<file path="config.mk">
export PLATFORM = sky130hd
export DESIGN_NAME = dlytrn_top
export DESIGN_NICKNAME = d
export VERILOG_FILES = /design/src/rtl/dlytrn_pkg.sv /design/src/rtl/dlytrn_req.sv /design/src/rtl/dlytrn_codes.sv /design/src/rtl/dlytrn_top.sv
export SDC_FILE = /design/constraint.sdc
export NUM_CORES = 1
export LEC_CHECK = 0
export CORE_AREA = 2 2 193 195
export CTS_BUF_LIST = sky130_fd_sc_hd__clkbuf_8
export CTS_CLUSTER_SIZE = 30
export DETAILED_ROUTE_END_ITERATION = 16
export DIE_AREA = 0 0 195 197
export GPL_TIMING_DRIVEN = 0
export HOLD_SLACK_MARGIN = 0.08
export SKIP_LAST_GASP = 1
export SYNTH_ARGS = -nofsm -noshare
export SYNTH_HDL_FRONTEND = slang
export SYNTH_HIERARCHICAL = 1
export SYNTH_SLANG_ARGS = --single-unit
</file>
<file path="constraint.sdc">
create_clock -name clk -period 46.4 [get_ports clk]
set_clock_uncertainty 0.05 [all_clocks]
set_input_delay 9.28 -clock clk [delete_from_list [all_inputs] [get_ports clk]]
set_output_delay 9.28 -clock clk [all_outputs]
set_load 0.01 [all_outputs]
</file>
<file path="src/rtl/dlytrn_pkg.sv">
`timescale 1ns/1ps
package dlytrn_pkg;

  typedef logic [15:0] code_t;

  typedef enum logic [2:0] {
    S_IDLE, S_REF, S_SET, S_WAIT, S_CMP, S_DEC, S_RAP
  } tstate_t;

  // next sweep code, landing exactly on the top value when a step overshoots
  function automatic code_t step_next(input code_t cur, input code_t step, input code_t maxc);
    logic [16:0] s;
    s = {1'b0, cur} + {1'b0, step};
    if (s > {1'b0, maxc}) return maxc;
    return s[15:0];
  endfunction

  // code chosen inside the passing window
  function automatic code_t pick_code(input code_t lft, input code_t rgt, input code_t maxc);
    logic [17:0] span2;
    code_t diff;
    diff  = rgt - lft;
    span2 = {1'b0, diff, 1'b0};
    if (lft == 16'd0 && rgt < maxc) return lft + code_t'(span2 / 18'd5);
    return lft + (diff >> 1);
  endfunction

  // reference pattern that means nothing answered on the bus
  function automatic logic absent_id(input logic [23:0] id);
    return (id[23:16] == 8'hFF && id[15:8] == 8'hFF) ||
           (id[23:16] == 8'h00 && id[15:8] == 8'h00);
  endfunction

  // delay word: enable in bit 15, clamped code in the low bits, zero disables
  function automatic logic [15:0] enc_word(input code_t code, input code_t maxc);
    code_t c;
    c = (code > maxc) ? maxc : code;
    if (c == 16'd0) return 16'h0000;
    return 16'h8000 | {1'b0, c[14:0]};
  endfunction

endpackage

</file>
<file path="src/rtl/dlytrn_req.sv">
`timescale 1ns/1ps
module dlytrn_req #(
  parameter int TIMEOUT = 32,
  localparam int TO_W = $clog2(TIMEOUT + 1)
) (
  input  logic        clk,
  input  logic        rst_n,
  input  logic        go,
  input  logic        rsp_valid,
  input  logic [23:0] rsp_data,
  output logic        id_req,
  output logic        fin,
  output logic        ok,
  output logic [23:0] data,
  output logic        timeout_evt
);
  localparam logic [TO_W-1:0] TO_LIM = TO_W'(TIMEOUT - 1);

  logic [TO_W-1:0] cnt;

  assign timeout_evt = id_req && !rsp_valid && (cnt == TO_LIM);

  always_ff @(posedge clk or negedge rst_n) begin
    if (!rst_n) begin
      id_req <= 1'b0;
      cnt    <= '0;
      fin    <= 1'b0;
      ok     <= 1'b0;
      data   <= '0;
    end else begin
      fin <= 1'b0;
      if (!id_req) begin
        if (go) begin
          id_req <= 1'b1;
          cnt    <= '0;
        end
      end else if (rsp_valid) begin
        id_req <= 1'b0;
        fin    <= 1'b1;
        ok     <= 1'b1;
        data   <= rsp_data;
      end else if (timeout_evt) begin
        id_req <= 1'b0;
        fin    <= 1'b1;
        ok     <= 1'b0;
      end else begin
        cnt <= cnt + 1'b1;
      end
    end
  end
endmodule

</file>
<file path="src/rtl/dlytrn_codes.sv">
`timescale 1ns/1ps
module dlytrn_codes
  import dlytrn_pkg::*;
#(
  parameter int NUM_CS = 2,
  localparam int CS_W = (NUM_CS > 1) ? $clog2(NUM_CS) : 1
) (
  input  logic            clk,
  input  logic            rst_n,
  input  logic            wr_en,
  input  logic [CS_W-1:0] wr_idx,
  input  code_t           wr_code,
  input  logic [CS_W-1:0] rd_idx,
  output code_t           rd_code
);
  code_t slot [NUM_CS];

  for (genvar g = 0; g < NUM_CS; g++) begin : g_slot
    always_ff @(posedge clk or negedge rst_n) begin
      if (!rst_n)                             slot[g] <= '0;
      else if (wr_en && wr_idx == CS_W'(g))   slot[g] <= wr_code;
    end
  end

  always_comb begin
    rd_code = '0;
    for (int i = 0; i < NUM_CS; i++)
      if (rd_idx == CS_W'(i)) rd_code = slot[i];
  end
endmodule

</file>
<file path="src/rtl/dlytrn_top.sv">
`timescale 1ns/1ps
module dlytrn_top
  import dlytrn_pkg::*;
#(
  parameter int MAX_CODE = 255,
  parameter int STEP     = 10,
  parameter int MIN_WIN  = 80,
  parameter int TIMEOUT  = 32,
  parameter int NUM_CS   = 2,
  localparam int CS_W = (NUM_CS > 1) ? $clog2(NUM_CS) : 1
) (
  input  logic            clk,
  input  logic            rst_n,
  input  logic            start,
  input  logic [CS_W-1:0] cs_sel,
  input  logic            rate_fast,
  input  logic            reapply,
  output logic            id_req,
  output logic            id_safe,
  input  logic            rsp_valid,
  input  logic [23:0]     rsp_data,
  output logic            dly_we,
  output logic [CS_W-1:0] dly_cs,
  output logic [15:0]     dly_word,
  output logic            train_done,
  output logic            train_pass,
  output logic            train_bypass,
  output logic            slow_req
);
  localparam code_t MAXC  = code_t'(MAX_CODE);
  localparam code_t STEPC = code_t'(STEP);
  localparam code_t WINC  = code_t'(MIN_WIN);
  localparam logic [CS_W-1:0] LAST_CS = CS_W'(NUM_CS - 1);

  tstate_t         state;
  logic            go;
  logic            fin, ok;
  logic [23:0]     rdata;
  logic            timeout_evt;
  logic [CS_W-1:0] cs_q, rap_idx;
  logic [23:0]     ref_id;
  code_t           cur, lft, rgt;
  logic            seen, hit;
  logic            st_we;
  logic [CS_W-1:0] st_idx;
  code_t           st_code;
  code_t           rd_code;

  // named events for the checker
  logic  sweep_hit, win_ok, ref_bad;
  code_t win_code;
  assign sweep_hit = ok && (rdata == ref_id);
  assign win_ok    = seen && ((rgt - lft) >= WINC);
  assign win_code  = pick_code(lft, rgt, MAXC);
  assign ref_bad   = !ok || absent_id(rdata);

  dlytrn_req #(.TIMEOUT(TIMEOUT)) u_req (
    .clk(clk), .rst_n(rst_n), .go(go), .rsp_valid(rsp_valid),
    .rsp_data(rsp_data), .id_req(id_req), .fin(fin), .ok(ok),
    .data(rdata), .timeout_evt(timeout_evt)
  );

  dlytrn_codes #(.NUM_CS(NUM_CS)) u_codes (
    .clk(clk), .rst_n(rst_n), .wr_en(st_we), .wr_idx(st_idx),
    .wr_code(st_code), .rd_idx((state == S_RAP) ? rap_idx : cs_q),
    .rd_code(rd_code)
  );

  always_ff @(posedge clk or negedge rst_n) begin
    if (!rst_n) begin
      state        <= S_IDLE;
      go           <= 1'b0;
      id_safe      <= 1'b0;
      cs_q         <= '0;
      rap_idx      <= '0;
      ref_id       <= '0;
      cur          <= '0;
      lft          <= '0;
      rgt          <= '0;
      seen         <= 1'b0;
      hit          <= 1'b0;
      st_we        <= 1'b0;
      st_idx       <= '0;
      st_code      <= '0;
      dly_we       <= 1'b0;
      dly_cs       <= '0;
      dly_word     <= '0;
      train_done   <= 1'b0;
      train_pass   <= 1'b0;
      train_bypass <= 1'b0;
      slow_req     <= 1'b0;
    end else begin
      go         <= 1'b0;
      dly_we     <= 1'b0;
      st_we      <= 1'b0;
      train_done <= 1'b0;
      unique case (state)
        S_IDLE: begin
          if (reapply) begin
            rap_idx <= '0;
            state   <= S_RAP;
          end else if (start) begin
            cs_q         <= cs_sel;
            train_pass   <= 1'b0;
            train_bypass <= 1'b0;
            slow_req     <= 1'b0;
            if (!rate_fast) begin
              dly_we     <= 1'b1;
              dly_cs     <= cs_sel;
              dly_word   <= 16'h0000;
              st_we      <= 1'b1;
              st_idx     <= cs_sel;
              st_code    <= '0;
              train_done <= 1'b1;
            end else begin
              go      <= 1'b1;
              id_safe <= 1'b1;
              state   <= S_REF;
            end
          end
        end
        S_REF: begin
          if (fin) begin
            id_safe <= 1'b0;
            if (ref_bad) begin
              train_bypass <= 1'b1;
              train_done   <= 1'b1;
              state        <= S_IDLE;
            end else begin
              ref_id <= rdata;
              cur    <= '0;
              lft    <= '0;
              rgt    <= '0;
              seen   <= 1'b0;
              state  <= S_SET;
            end
          end
        end
        S_SET: begin
          dly_we   <= 1'b1;
          dly_cs   <= cs_q;
          dly_word <= enc_word(cur, MAXC);
          go       <= 1'b1;
          state    <= S_WAIT;
        end
        S_WAIT: begin
          if (fin) begin
            hit   <= sweep_hit;
            state <= S_CMP;
          end
        end
        S_CMP: begin
          if (seen && !hit) begin
            state <= S_DEC;
          end else begin
            if (hit) begin
              if (!seen) lft <= cur;
              rgt  <= cur;
              seen <= 1'b1;
            end
            if (cur == MAXC) begin
              state <= S_DEC;
            end else begin
              cur   <= step_next(cur, STEPC, MAXC);
              state <= S_SET;
            end
          end
        end
        S_DEC: begin
          dly_we     <= 1'b1;
          dly_cs     <= cs_q;
          st_we      <= 1'b1;
          st_idx     <= cs_q;
          train_done <= 1'b1;
          if (win_ok) begin
            dly_word   <= enc_word(win_code, MAXC);
            st_code    <= win_code;
            train_pass <= 1'b1;
          end else begin
            dly_word <= 16'h0000;
            st_code  <= '0;
            slow_req <= 1'b1;
          end
          state <= S_IDLE;
        end
        S_RAP: begin
          dly_we   <= 1'b1;
          dly_cs   <= rap_idx;
          dly_word <= enc_word(rd_code, MAXC);
          if (rap_idx == LAST_CS) state <= S_IDLE;
          else                    rap_idx <= rap_idx + 1'b1;
        end
        default: state <= S_IDLE;
      endcase
    end
  end
endmodule

</file>
==> results of run 1 <==
==> state kept, by name, indices dropped and copies added, names as in the netlist, 3 cells and up <==
name          cells
cur              16
dly_word         16
lft              16
ref_id           24
rgt              16
st_code          16
state             3
u_codes/slot     32
u_req/cnt         6
u_req/data       24
==> worst min-delay path: stages, from the launching register on <==
cell     delay, ns
dfrtp_1       0.36
nand2_1       0.05
o21ai_0       0.06
==> through the flow <==
step | hold slack [ns] | setup slack, ns
after detailed placement | 0.4227 | 26.37
after global placement | 0.4201 | 26.39
after CTS | 0.4464 | 26.26
final | 0.4434 | 26.05
after floorplan | 0.3984 | 29.70
after global routing | 0.4734 | 24.26
==> final timing paths <==
path                         from             end  cells past startpoint
hold reg to reg               hit             hit                      2
max in group asynchronous   rst_n      st_code[8]                      2
setup / recovery           lft[4]     dly_word[6]                     73
hold / removal                hit             hit                      2
min in group asynchronous   rst_n  u_req/data[18]                      1
setup reg to reg           lft[4]     dly_word[6]                     73
==> final cells by class <==
type / count / area (µm²)
fillers: 3586 / 18530
clock inverters: 15 / 222.7
plain buffers: 96 / 440.4
well taps: 468 / 585.6
flip-flops and latches: 186 / 4654
inverters: 54 / 202.7
clock buffers: 17 / 234.0
repair buffers: 55 / 573.1
multi-input cells: 1569 / 10820
==> layer usage <==
layer / wire, µm / vias up
met1: 22740 / 7455
met2: 21250 / 382
met4: 702 / 0
met3: 1988 / 51
li1: - / 7375
met5: 0 / -
==> results.sh, run 1 <==
export IMPL_cts_root_buf="clkbuf_8"
export IMPL_tightest_slew_ns=1.296
export IMPL_wl_um=46690
export IMPL_final_cells=2460
export IMPL_drt_iter0_drc=1118
export IMPL_ctsHoldBuffers=0
export IMPL_critPathKind="flop to flop"
export IMPL_grt_use_met2_pct=39.51
export IMPL_first_pass_iters=5
export IMPL_final_area_mm2=0.01773
export IMPL_hold_class="flop to flop"
export IMPL_finalHoldViolCount=0
export IMPL_grt_pass1_wl_um=77220
export IMPL_yosys_warnings=6
export IMPL_cts_buffers=17
export IMPL_cts_clk_slew_worst_paths_ns=0.10
export IMPL_final_util_pct=48.90
export IMPL_slew_headroom_pct=13.08
export IMPL_gr_total_overflow=0
export IMPL_portBuffers=54
export IMPL_die_x_um=195
export IMPL_gp_congestion=0.9354
export IMPL_drv_slew=0
export IMPL_diodes=0
export IMPL_start_kind="flop"
export IMPL_track_usage_pct=24.41
export IMPL_initial_core_util_pct=44.45
export IMPL_critPathTopFamily="compound AO/OA/AOI/OAI gates"
export IMPL_crit_arrival_ns=20.67
export IMPL_r2r_slack_ns=26.05
export IMPL_synth_fp_nets=1974
export IMPL_dp_cells=2428
export IMPL_rsz0062_at_grt="no"
export IMPL_timing_fmax_mhz=49.13
export IMPL_dp_hpwl_um=36010
export IMPL_syn_avg_cell_area_um2=8.460
export IMPL_cpMostUsedCell="a21oi_1"
export IMPL_chipHeight_um=197
export IMPL_finalCriticalPeriod_ns=20.35
export IMPL_end_kind="flop"
export IMPL_status="finished clean"
export IMPL_clk_latency_ns=0.48
export IMPL_placed_cell_area_mm2=0.01728
export IMPL_postRouteAntennaNets=0
export IMPL_layout_drive_gt1_share_pct=13.35
export IMPL_cts_setup_buffers=0
export IMPL_required_ns=46.71
export IMPL_critPathMaxFanout=10
export IMPL_grt_pass1_vias=14527
export IMPL_postCtsResizedCells=0
export IMPL_rows=70
export IMPL_boundaryPins=55
export IMPL_fin_nets=2048
export IMPL_final_cell_mix="dfrtp_1, nand2_1, o21ai_0"
export IMPL_cp_num_buf_inv=10
export IMPL_final_common_cell="dfrtp_1"
export IMPL_htreeDepth=4
export IMPL_antenna_found_initial=0
export IMPL_grt_busiest_layer="met2"
export IMPL_slowest_delay_ns=0.82
export IMPL_synth_cells=1905
export IMPL_grt_max_degree=96
export IMPL_area_growth_pct=10.02
export IMPL_setup_viol=0
export IMPL_cp_slowest_cell="nor3_1"
export IMPL_cts_buffer_depth=2
export IMPL_fp_dieArea_mm2=0.03842
export IMPL_fin_setup_tns_ns=0
export IMPL_core_area_mm2=0.03626
export IMPL_cts_tree="yes"
export IMPL_drv_cap=0
export IMPL_via_count=15263
export IMPL_drc=0
export IMPL_routedWlPerCell_um=18.98
export IMPL_via_per_inst=6.204
export IMPL_synth_area_mm2=0.01612
export IMPL_fin_crit_sh_pct=43.86
export IMPL_grtUsageMet3_pct=3.097
export IMPL_use_met1_pct=34.85
export IMPL_clock_sinks=186
Power of run 1 is left out: the tool's default activity adds up to more than one toggle a clock period on the data nets, which glitch-free logic cannot reach.
==> inputs of run 2 (changes only) <==
- clock period: 46.4 -> 20 ns (I/O delays scaled with it)
==> results.sh, run 2 (same netlist as run 1, synthesis figures left out) <==
export IMPL_status="finished clean"
export IMPL_cts_root_buf="clkbuf_8"
export IMPL_via_count=15383
export IMPL_die_x_um=195
export IMPL_ctsHoldBuffers=0
export IMPL_fp_dieArea_mm2=0.03842
export IMPL_diodes=0
export IMPL_dp_cells=2428
export IMPL_rows=70
export IMPL_required_ns=20.31
export IMPL_drv_slew=0
export IMPL_tightest_slew_ns=1.295
export IMPL_cp_num_buf_inv=10
export IMPL_end_kind="flop"
export IMPL_first_pass_iters=5
export IMPL_cp_slowest_cell="a211oi_1"
export IMPL_track_usage_pct=24.44
export IMPL_slew_headroom_pct=13.15
export IMPL_regMostFlops="u_codes/slot"
export IMPL_grt_pass1_wl_um=77310
export IMPL_via_per_inst=6.225
export IMPL_hold_class="flop to flop"
export IMPL_cts_clk_slew_worst_paths_ns=0.10
export IMPL_gp_congestion=0.9354
export IMPL_critPathKind="flop to flop"
export IMPL_drv_cap=0
export IMPL_layout_drive_gt1_share_pct=15.08
export IMPL_final_cell_mix="dfrtp_1, nand2_1, o21ai_0"
export IMPL_area_growth_pct=11.92
export IMPL_timing_fmax_mhz=52.81
export IMPL_cts_buffers=17
export IMPL_finalHoldViolCount=0
export IMPL_critPathMaxFanout=10
export IMPL_initial_core_util_pct=44.45
export IMPL_grt_max_degree=96
export IMPL_gr_total_overflow=0
export IMPL_final_cells=2471
export IMPL_drc=0
export IMPL_crit_arrival_ns=19.25
export IMPL_reg_top3="u_codes/slot: 32 flops, ref_id: 24 flops, u_req/data: 24 flops"
export IMPL_final_common_cell="dfrtp_1"
export IMPL_largest_register_ffs=32
export IMPL_grt_pass1_vias=14557
export IMPL_cts_tree="yes"
export IMPL_final_area_mm2=0.01804
export IMPL_clock_sinks=186
export IMPL_fin_nets=2059
export IMPL_htreeDepth=4
export IMPL_fin_setup_tns_ns=0
export IMPL_critPathTopFamily="compound AO/OA/AOI/OAI gates"
export IMPL_drt_iter0_drc=1050
export IMPL_dp_hpwl_um=36010
export IMPL_cts_buffer_depth=2
export IMPL_final_util_pct=49.74
export IMPL_placed_cell_area_mm2=0.01728
export IMPL_routedWlPerCell_um=19.03
export IMPL_finalCriticalPeriod_ns=18.94
export IMPL_boundaryPins=55
export IMPL_wl_um=47010
export IMPL_clk_latency_ns=0.48
export IMPL_chipHeight_um=197
export IMPL_portBuffers=54
export IMPL_slowest_delay_ns=0.62
export IMPL_cpMostUsedCell="a21oi_1"
export IMPL_antenna_found_initial=0
export IMPL_start_kind="flop"
export IMPL_setup_viol=0
export IMPL_core_area_mm2=0.03626
export IMPL_fin_crit_sh_pct=94.68
export IMPL_postRouteAntennaNets=0
-- run 2: cell types whose count changed in the layout (fill, tap and decap cells not counted), moves of 3 or more --
cell | before | now
o21ai_2 | 2 | 5
nor4_4 | 0 | 3
xnor2_1 | 62 | 58
nor3_1 | 57 | 54
buf_4 | 2 | 14
a211oi_1 | 23 | 20
xnor2_2 | 0 | 3
nor3_2 | 5 | 8
-- run 2: cell type report --
type,instances,area (µm²)
Fill cell,3572,18220
Clock inverter,15,222.7
Multi-Input combinational cell,1569,11030
Clock buffer,17,234.0
Tap cell,468,585.6
Timing Repair Buffer,67,663.1
Buffer,95,440.4
Sequential cell,186,4654
Inverter,54,202.7
-- run 2: final timing paths --
kind | start | endpoint | slack (ns) | depth (start not counted)
setup / recovery | lft[8] | dly_word[6] | 1.06 | 68
hold / removal | hit | hit | 0.44 | 2
setup reg to reg | lft[8] | dly_word[6] | 1.06 | 68
hold reg to reg | hit | hit | 0.44 | 2
max in group asynchronous | rst_n | u_codes/slot[22] | 15.54 | 2
min in group asynchronous | rst_n | u_req/data[18] | 3.45 | 1
-- run 2: timing repair --
item                       in CTS  in global routing
setup endpoints to repair       9                 15
pin swaps                       0                  6
buffers inserted                0                 12
gates cloned                    0                  0
gates resized for setup         2                 38
-- run 2: through the flow --
stage / hold slack [ns] / worst slack (ns)
2_1_floorplan: 0.3984 / 3.304
3_3_place_gp: 0.4201 / -0.007134
3_5_place_dp: 0.4227 / -0.03125
4_1_cts: 0.4464 / 0.02260
5_1_grt: 0.4734 / -0.02245
6_report: 0.4399 / 1.063
-- run 2: tightest hold or removal path, stage by stage, from the launching register on --
cell     delay, ns
dfrtp_1       0.35
nand2_1       0.04
o21ai_0       0.06
-- run 2: layer usage --
metal / track usage [%] / part of all wire (%) / vias up
li1: - / - / 7404
met4: 5.457 / 1.5 / 0
met1: 34.84 / 49 / 7547
met3: 3.097 / 3.8 / 55
met5: 0 / 0 / -
met2: 39.63 / 46 / 377
Power of run 2 is left out for the same reason.
